<file path="src/rtl/lam_pkg.sv">
package lam_pkg;

    localparam int ROWS  = 8;
    localparam int BLK_W = 66;

    typedef logic [BLK_W-1:0] blk_t;

    // control sync header, type byte 0x1E, then eight 7-bit error characters
    function automatic blk_t err_block();
        blk_t b;
        b       = '0;
        b[1:0]  = 2'b01;
        b[9:2]  = 8'h1E;
        for (int k = 0; k < 8; k++) begin
            b[10 + 7*k +: 7] = 7'h1E;
        end
        return b;
    endfunction

endpackage

</file>
<file path="src/rtl/lam_row_check.sv">
module lam_row_check #(
    parameter int LANES    = 4,
    parameter int PERIOD   = 65536,
    parameter int PERIOD_W = 17,
    parameter int LANE_W   = 2
) (
    input  logic [PERIOD_W-1:0]            pos,
    input  logic [lam_pkg::ROWS-1:0]        mark,
    input  logic [lam_pkg::ROWS*LANE_W-1:0] lane,
    output logic [lam_pkg::ROWS-1:0]        row_err
);
    import lam_pkg::*;

    localparam logic [PERIOD_W:0] PERIOD_X = (PERIOD_W+1)'(PERIOD);
    localparam logic [PERIOD_W:0] LANES_X  = (PERIOD_W+1)'(LANES);

    for (genvar g = 0; g < ROWS; g++) begin : g_row
        logic [PERIOD_W:0]   raw;
        logic [PERIOD_W:0]   at;
        logic                exp_mark;
        logic [LANE_W-1:0]   exp_lane;

        assign raw      = {1'b0, pos} + (PERIOD_W+1)'(g);
        assign at       = (raw >= PERIOD_X) ? raw - PERIOD_X : raw;
        assign exp_mark = (at < LANES_X);
        assign exp_lane = at[LANE_W-1:0];
        assign row_err[g] = (mark[g] != exp_mark) ||
                            (mark[g] && (lane[g*LANE_W +: LANE_W] != exp_lane));
    end

endmodule

</file>
<file path="src/rtl/lam_pos_tracker.sv">
module lam_pos_tracker #(
    parameter int LANES    = 4,
    parameter int PERIOD   = 65536,
    parameter int PERIOD_W = 17,
    parameter int LANE_W   = 2
) (
    input  logic                            clk,
    input  logic                            rst_n,
    input  logic                            in_valid,
    input  logic [lam_pkg::ROWS-1:0]        mark,
    input  logic [lam_pkg::ROWS*LANE_W-1:0] lane,
    output logic                            locked,
    output logic [PERIOD_W-1:0]             pos
);
    import lam_pkg::*;

    localparam logic [PERIOD_W:0] PERIOD_X = (PERIOD_W+1)'(PERIOD);
    localparam logic [PERIOD_W:0] ROWS_X   = (PERIOD_W+1)'(ROWS);

    typedef struct packed {
        logic                locked;
        logic [PERIOD_W-1:0] pos;
    } trk_t;

    trk_t trk_d, trk_q;
    logic [PERIOD_W:0] step;
    logic              found;

    always_comb begin
        trk_d = trk_q;
        found = 1'b0;
        step  = {1'b0, trk_q.pos} + ROWS_X;
        if (step >= PERIOD_X) begin
            step = step - PERIOD_X;
        end
        if (in_valid) begin
            if (trk_q.locked) begin
                trk_d.pos = step[PERIOD_W-1:0];
            end else begin
                for (int r = 0; r < ROWS; r++) begin
                    if (!found && mark[r] && (lane[r*LANE_W +: LANE_W] == '0)) begin
                        found        = 1'b1;
                        trk_d.locked = 1'b1;
                        trk_d.pos    = PERIOD_W'(ROWS - r);
                    end
                end
            end
        end
    end

    always_ff @(posedge clk) begin
        if (!rst_n) begin
            trk_q <= '0;
        end else begin
            trk_q <= trk_d;
        end
    end

    assign locked = trk_q.locked;
    assign pos    = trk_q.pos;

    assert_lock_sticky_R3: assert property (@(posedge clk) disable iff (!rst_n)
        locked |=> locked);

    assert_pos_range_R4: assert property (@(posedge clk) disable iff (!rst_n)
        locked |-> ({1'b0, pos} < PERIOD_X));

    assert_idle_hold_R10: assert property (@(posedge clk) disable iff (!rst_n)
        !in_valid |=> ($stable(pos) && $stable(locked)));

endmodule

</file>
<file path="src/rtl/lam_seq_check.sv">
module lam_seq_check #(
    parameter int LANES = 4,
    parameter int GAP   = 16383,
    localparam int LANE_W = (LANES > 1) ? $clog2(LANES) : 1
) (
    input  logic                                      clk,
    input  logic                                      rst_n,
    input  logic                                      in_valid,
    input  logic [lam_pkg::ROWS-1:0]                  in_mark,
    input  logic [lam_pkg::ROWS*LANE_W-1:0]           in_lane,
    input  logic [lam_pkg::ROWS*lam_pkg::BLK_W-1:0]   in_blk,
    output logic                                      out_valid,
    output logic                                      out_fail,
    output logic [lam_pkg::ROWS*lam_pkg::BLK_W-1:0]   out_blk
);
    import lam_pkg::*;

    localparam int PERIOD   = (GAP + 1) * LANES;
    localparam int PERIOD_W = $clog2(PERIOD + 1);
    localparam logic [ROWS*BLK_W-1:0] ERR_GROUP = {ROWS{err_block()}};

    typedef struct packed {
        logic                  valid;
        logic                  fail;
        logic [ROWS*BLK_W-1:0] blk;
    } out_t;

    logic                locked;
    logic [PERIOD_W-1:0] pos;
    logic [ROWS-1:0]     row_err;
    out_t                o_d, o_q;

    lam_pos_tracker #(
        .LANES(LANES), .PERIOD(PERIOD), .PERIOD_W(PERIOD_W), .LANE_W(LANE_W)
    ) u_trk (
        .clk(clk), .rst_n(rst_n), .in_valid(in_valid),
        .mark(in_mark), .lane(in_lane), .locked(locked), .pos(pos)
    );

    lam_row_check #(
        .LANES(LANES), .PERIOD(PERIOD), .PERIOD_W(PERIOD_W), .LANE_W(LANE_W)
    ) u_rows (
        .pos(pos), .mark(in_mark), .lane(in_lane), .row_err(row_err)
    );

    always_comb begin
        o_d       = o_q;
        o_d.valid = in_valid;
        o_d.fail  = in_valid && locked && (|row_err);
        o_d.blk   = o_d.fail ? ERR_GROUP : in_blk;
    end

    always_ff @(posedge clk) begin
        if (!rst_n) begin
            o_q <= '0;
        end else begin
            o_q <= o_d;
        end
    end

    assign out_valid = o_q.valid;
    assign out_fail  = o_q.fail;
    assign out_blk   = o_q.blk;

    assert_valid_lat_R9: assert property (@(posedge clk) disable iff (!rst_n)
        in_valid |=> out_valid);

    assert_idle_out_R9: assert property (@(posedge clk) disable iff (!rst_n)
        !in_valid |=> !out_valid);

    assert_unlocked_pass_R2: assert property (@(posedge clk) disable iff (!rst_n)
        (in_valid && !locked) |=> !out_fail);

    assert_err_fill_R8: assert property (@(posedge clk) disable iff (!rst_n)
        out_fail |-> (out_blk == ERR_GROUP));

endmodule

</file>
<file path="config.mk">
export PLATFORM = sky130hd
export DESIGN_NAME = lam_seq_check
export DESIGN_NICKNAME = d
export VERILOG_FILES = /design/src/rtl/lam_pkg.sv /design/src/rtl/lam_row_check.sv /design/src/rtl/lam_pos_tracker.sv /design/src/rtl/lam_seq_check.sv
export SDC_FILE = /design/constraint.sdc
export NUM_CORES = 1
export LEC_CHECK = 0
export CAP_MARGIN = 30
export CORE_AREA = 2 2 420 422
export CTS_BUF_LIST = sky130_fd_sc_hd__clkbuf_2
export DETAILED_ROUTE_END_ITERATION = 8
export DIE_AREA = 0 0 422 424
export SETUP_SLACK_MARGIN = 0.4
export SLEW_MARGIN = 20
export SYNTH_ARGS = -nofsm -noshare
export SYNTH_HDL_FRONTEND = slang
export SYNTH_SLANG_ARGS = --single-unit
export TNS_END_PERCENT = 50
</file>
<file path="constraint.sdc">
create_clock -name clk -period 6.87 [get_ports clk]
set_clock_uncertainty 0.05 [all_clocks]
set_input_delay 1.374 -clock clk [delete_from_list [all_inputs] [get_ports clk]]
set_output_delay 1.374 -clock clk [all_outputs]
set_load 0.005 [all_outputs]
</file>
# Word level (Yosys, flattened, before mapping)
# Cells that the tools add are included.
[word_totals] register_bits=548 in_bits=555 output_inout_bits=530 elab_cells=150
[op_classes] addsub=17 magnitude_cmp=17 n_eq_ne=16 n_mux=41 n_bitwise=1 n_reduce_logical=52
[ops] op="two-way mux 526 bit" count=1
[ops] op="two-way mux 18 bit" count=16
[ops] op="greater-or-equal comparator 18 x 17 -> 1 bit, second input constant" count=8
[ops] op="< comparator 18 x 3 -> 1 bit, second input constant" count=8
[ops] op="subtractor 18 x 17 -> 18 bit, second input constant" count=7
[ops] op="adder 17 x 3 -> 18 bit, second input constant" count=4
[ops] op="adder 17 x 2 -> 18 bit, second input constant" count=2
[ops] op="two-way mux 17 bit" count=2
[ops] op="logical AND 1 bit" count=25
[ops] op="two-way mux 1 bit" count=22
[ops] op="adder 17 x 1 -> 18 bit, second input constant" count=1
[ops] op="adder 17 x 4 -> 18 bit, second input constant" count=1
[ops] op="subtractor 17 x 17 -> 18 bit, second input constant" count=1
[ops] op="greater-or-equal comparator 17 bit, second input constant" count=1
[ops] op="subtractor 17 bit, second input constant" count=1
[ops] op="logical NOT 2 bit" count=8
[ops] op="inequality test 2 bit" count=8
[ops] op="nonzero test 9 bit" count=1
[ops] op="logical OR 1 bit" count=8
[ops] op="inequality test 1 bit" count=8
[ops] op="OR reduction 8 bit" count=1
[ops] op="logical NOT 1 bit" count=7
[ops] op="AND reduction 2 bit" count=1
[ops] op="OR reduction 2 bit" count=1
[ops] op="NOT 1 bit" count=1

# Longest topological paths before layout
[depth] depth_word=46 mapped_depth=17 ltp_nobuf=11

# By module
# Synthesis repeated with hierarchy kept, for this count alone.
[hier_totals] cells_unflattened=1665 hier_area_um2=18352.6
[by_module_without_submodules] module="lam_seq_check" n_inst=1 cells_each=1181 area_each_um2=15003.1 seq_area_each_um2=10610.2
[by_module_without_submodules] module="lam_row_check" n_inst=1 cells_each=358 area_each_um2=2331.0 seq_area_each_um2=0.0
[by_module_without_submodules] module="lam_pos_tracker" n_inst=1 cells_each=126 area_each_um2=1018.5 seq_area_each_um2=360.3

# Worst setup path after synthesis
# OpenSTA, ideal clock, no wires.
[synth_timing] path_kind="register to register" start="register u_trk.trk_q (netlist bit u_trk.pos[1])" end="register o_q (netlist bit out_blk[100])" setup_ps=122 t_arrival_ps=3386 required_ps=6698 path_slack_ps=3312 path_stages_with_launch=15 path_buffers=4 period_less_slack_ps=3558 path_cell_list="dfxtp_1 buf_1 inv_1 ha_1 a21oi_1 xnor2_1 o32ai_1 o2111ai_1 nor4_2 mux2_2 buf_4 buf_4 buf_2 nor3_2 a21oi_2"
[synth_between] elab_chain_cells=9
[synth_lines] element="start, declared" line="lam_pos_tracker.sv:25" rtl="trk_t trk_d, trk_q;"
[synth_lines] element="start signal, assigned" line="lam_pos_tracker.sv:55" rtl="trk_q <= trk_d;"
[synth_lines] element="adder 17 x 1 -> 18 bit (tied with other cells)" line="lam_row_check.sv:23" rtl="assign raw = {1'b0, pos} + (PERIOD_W+1)'(g);"
[synth_lines] element="subtractor 18 x 17 -> 18 bit / greater-or-equal comparator 18 x 17 -> 1 bit (equally long branches)" line="lam_row_check.sv:24" rtl="assign at = (raw >= PERIOD_X) ? raw - PERIOD_X : raw;"
[synth_lines] element="two-way mux 18 bit" line="lam_row_check.sv:24"
[synth_lines] element="< comparator 18 x 3 -> 1 bit / inequality test 2 bit (equally long branches)" line="lam_row_check.sv:25, lam_row_check.sv:28"
[synth_lines] element="inequality test 1 bit / logical AND 1 bit (equally long branches)" line="lam_row_check.sv:27, lam_row_check.sv:28"
[synth_lines] element="logical OR 1 bit" line="lam_row_check.sv:27" rtl="assign row_err[g] = (mark[g] != exp_mark) ||"
[synth_lines] element="OR reduction 8 bit (*)" line="lam_seq_check.sv:49" rtl="o_d.fail = in_valid && locked && (|row_err);"
[synth_lines] element="logical AND 1 bit (*)" line="lam_seq_check.sv:49"
[synth_lines] element="two-way mux 526 bit (*)" line="lam_seq_check.sv:50" rtl="o_d.blk = o_d.fail ? ERR_GROUP : in_blk;"
[synth_lines] element="end signal, assigned" line="lam_seq_check.sv:55" rtl="o_q <= '0;"
[synth_lines] element="end signal, assigned" line="lam_seq_check.sv:57" rtl="o_q <= o_d;"
[synth_lines] element="end, declared" line="lam_seq_check.sv:31" rtl="out_t o_d, o_q;"
# Mark *: on every way between the ends. The rest lies on a longest branch, timed or not.
# A chain may end at the register's enable or synchronous reset.

# Worst setup path after layout
[layout_timing] start="register u_trk.trk_q (netlist bit u_trk.pos[12])" end="register o_q (netlist bit out_blk[274])"
[layout_between] elab_chain_cells=9
[layout_lines] element="adder 17 x 1 -> 18 bit (tied with other cells)" line="lam_row_check.sv:23"
[layout_lines] element="subtractor 18 x 17 -> 18 bit / greater-or-equal comparator 18 x 17 -> 1 bit (equally long branches)" line="lam_row_check.sv:24"
[layout_lines] element="two-way mux 18 bit" line="lam_row_check.sv:24"
[layout_lines] element="< comparator 18 x 3 -> 1 bit / inequality test 2 bit (equally long branches)" line="lam_row_check.sv:25, lam_row_check.sv:28"
[layout_lines] element="inequality test 1 bit / logical AND 1 bit (equally long branches)" line="lam_row_check.sv:27, lam_row_check.sv:28"
[layout_lines] element="logical OR 1 bit" line="lam_row_check.sv:27"
[layout_lines] element="OR reduction 8 bit (*)" line="lam_seq_check.sv:49"
[layout_lines] element="logical AND 1 bit (*)" line="lam_seq_check.sv:49"
[layout_lines] element="OR reduction 2 bit (no line) (*)"
# Marked as above.

==> key figures <==
Timing
  • Tightest Pin Transition: 1100 ps
  • Max-slew headroom: between 20% and 30%
  • PnR worst setup slack: 1090 ps
  • FMAX: ~170 MHz
  • RSZ-0062 raised after global routing: no
  • Setup TNS: 0 ps
  • Tmin final: 5780 ps
  • Setup-failing EPs final: 0
  • Max Slew Vio Count: 0
  • Final hold violation count: 0
  • Hold_ws: around 400 ps
  • Tcrit/Tclk final: a little over four fifths

Floorplanning
  • Std cell rows: between 150 and 200
  • Core Box Area: about 170000 µm²
  • Die H: 424 µm
  • Die footprint: 179000 µm²
  • Top-Level Pins: 1085
  • Die Wd: around 420 µm
  • Initial Util: approximately 14%

Clock network
  • CTS tree: done
  • TritonCTS Sinks: roughly 550
  • Reg clk slew, reported paths: 110 ps
  • Clk_lat worst skew: approximately 1600 ps
  • CTS max path bufs: 3
  • CTS Buf Count: about 170
  • CTS resizes: 0
  • Htree depth: 4
  • CTS root buf: clkbuf_2

Synth
  • Avg Inst Size Synth: around 8.5 µm²
  • Commonest cells post-synth: dfxtp_1, o21ai_0, nand3_1
  • Top cells by area, synth: dfxtp_1, o21ai_0, nand4_1
  • Post-synth ARST share: 0%
  • Mapped cell area: between 20000 and 30000 µm²
  • Cells after Synth: between 2000 and 3000
  • Post-synth top area share: 43.9%
  • Yosys warning count: 0
  • Synth Flop Type: dfxtp_1
  • Post-synthesis cell type count: 76
  • Top-count cell post-synth: dfxtp_1
  • Yosys reg bits: ~550
  • Post-synth EDFFs: 0
  • Syn Nets: roughly 3500
  • Register area share after synthesis: 43.9%
  • Largest area contributor in the netlist: dfxtp_1

Placed design
  • Port Buffer Count: around 1100
  • Global placement routability congestion: 0.915
  • Pre-CTS WS: 1710 ps
  • Placed Cells: 6073
  • HPWL Detailed: 107 mm

Detailed routing
  • Via Count: 29300
  • Via density: between 4 and 5
  • WL final: around 150 mm
  • DRC viols: 0
  • Mean routed wirelength per cell: ~22 µm
  • DR iter-0 viols: 2410
  • Pre-antenna DRT Iters: 5
  • Post-DRT Antenna Nets: 0

Setup path
  • Crit start category: flop
  • CP Capture Type: flop
  • Worst R2R Path Depth: 13
  • WS Path Type: flop to flop
  • FF-to-FF End: out_blk[274]$_SDFF_PP0_
  • Slowest cell on crit path: dfxtp_1
  • Reg2reg start: u_trk.pos[12]$_SDFFE_PN0P_
  • Critical path's most frequent cell: buf_12
  • FF-to-FF setup slack: 1090 ps
  • Sum of buffers and inverters on the critical path: 4
  • CP cell instances: nand4_1 -> nor4_2 -> xnor2_1 -> inv_1 -> ha_1 -> a211o_1 -> a2111oi_2 -> mux2i_1 -> o2111ai_4 -> buf_12 -> buf_12 -> o21ai_1 -> dlygate4sd3_1
  • CP Max Fanout: 150
  • Req. time, crit path: ~8400 ps
  • Max stage delay on crit path: 900 ps
  • Data arrival, critical path: 7300 ps
  • Family with the most delay on the worst path: simple AND/OR/NAND/NOR gates

Run status
  • Outcome: finished, final reports clean

Power and ir drop
  • Comb power frac: 25.1%
  • Reg power frac: around 43%
  • Switching share of power: a little over a third
  • Internal Power: around 5300 µW
  • Pleak: 0.0138 µW
  • Sw power: roughly 2900 µW
  • Worst vdd ir: 0.000147 V
  • P per Cell Area: 196 nW/µm²
  • Clock network fraction of total power: 32.2%

Global routing
  • Pin count of the biggest net entering global routing: 193
  • GR Util All Layers: ~16%
  • Aggregate global routing overflow: 0
  • Antenna violations before repair: 60
  • First-pass GRT wire length: a little over 200 mm
  • Vias in the first global route: 28200

Min path
  • Hold Crit Class: input pin to flop
  • Hold Crit Depth: 3
  • Hold path endpoint: out_blk[82]$_SDFF_PP0_
  • Beginning of the worst hold path: in_blk[82]

Final layout
  • Synthesis-to-layout area growth: 65.6%
  • Nets: 4666
  • Final Non-Filler Cells: between 6000 and 7000
  • Final core occ: approximately a quarter
  • Fraction of layout cells with a size suffix above 1: 14.4%

Job
  • Max-cap violations: 0
per-stage QoR:
stage               instance area, µm²  total power (µW)
global route                     41400              8580
finish                           41400              8130
floorplan                        25000              4270
global placement                 37900              5450
CTS                              41300              8290
detailed placement               37900              5470
worst max-delay path by stage:
| stage | start | to | depth (start not counted) |
|---|---|---|---|
| after CTS | u_trk.pos[4]$_SDFFE_PN0P_ | out_blk[279]$_SDFF_PP0_ | 13 |
| after floorplan | u_trk.pos[1]$_SDFFE_PN0P_ | out_blk[100]$_SDFF_PN0_ | 14 |
| after global placement | u_trk.pos[4]$_SDFFE_PN0P_ | out_blk[142]$_SDFF_PP0_ | 12 |
| after global routing | u_trk.pos[4]$_SDFFE_PN0P_ | out_blk[279]$_SDFF_PP0_ | 13 |
| final | u_trk.pos[12]$_SDFFE_PN0P_ | out_blk[274]$_SDFF_PP0_ | 13 |
| after detailed placement | u_trk.pos[4]$_SDFFE_PN0P_ | out_blk[142]$_SDFF_PP0_ | 12 |
routing by layer:
layer  track usage [%]  part of all wire, %  wire length (µm)
met5                 0                0.086               128
met4              10.7                  6.0              8950
met3              6.66                   10             15600
met2              23.6                   45             67300
met1              18.0                   38             56500
cells by family (layout without fill, tap and decap cells):
kind of cell	count (synthesis)	after routing	share of synthesized area, %
and+or+nand+nor	979	979	23.7
xor gates and xnor gates	44	44	1.54
AOI/OAI and AO/OA	965	965	22.4
adders and majority gates	14	14	0.700
DFF	548	548	43.9
muxes	13	13	0.535
other	0	42	0
buffers and inverters	380	1656	7.32
flip-flops by register name (all words and copies together), names as in the netlist:
register,count
out_valid,1
out_blk,528
u_trk.pos,17
out_fail,1
u_trk.locked,1
power by group through the flow:
| stage | logic, µW | registers (µW) | clock network, µW |
|---|---|---|---|
| floorplan | 732 | 3530 | 0 |
| global placement | 1900 | 3550 | 0 |
| detailed placement | 1920 | 3540 | 0 |
| CTS | 2040 | 3470 | 2770 |
| global route | 2170 | 3490 | 2920 |
| finish | 2040 | 3480 | 2620 |
cell usage in the layout (no fill, tap or decap), types with 7 or more instances in the layout:
cell,n
nor3_1,184
o21ai_0,372
inv_1,12
clkinv_1,28
clkdlybuf4s50_1,1083
nor4_1,11
diode_2,42
xnor2_1,29
clkinv_2,10
a21oi_2,115
a31oi_1,10
nand4_1,251
o31ai_1,7
nor3_2,131
a21boi_0,7
dfxtp_1,548
clkbuf_2,242
and3_1,8
nor2_1,41
nand2_1,42
o211ai_1,8
buf_12,22
xor2_1,15
mux2i_1,9
buf_4,50
o21ai_1,182
nand3_1,260
a21oi_1,201
dlygate4sd3_1,195
nand2b_1,7
ha_1,14
timing repair:
item / in CTS / in global routing
hold buffers: 195 / 0
endpoints found under the hold margin: 205 / 0
setup buffers: 0 / 0
worst reg2reg max path: cells and delay by family, from the launching register on:
kind	cells	cell delay (ps)
mux	1	430
compound gates	4	1540
buf+inv	4	1080
simple gates	2	1220
xor+xnor	1	250
flops	1	900
fa+ha+maj	1	280
final cells by class:
type	count	area, µm²
inverter	13	48.8
sequential	548	11000
antenna	42	105
multi-input combinational	2015	12300
clock buffer	242	1210
tap	2340	2930
timing repair buffer	1352	13600
clock inverter	49	245
fill	19000	134000
Power figures use the tool's default switching activity.
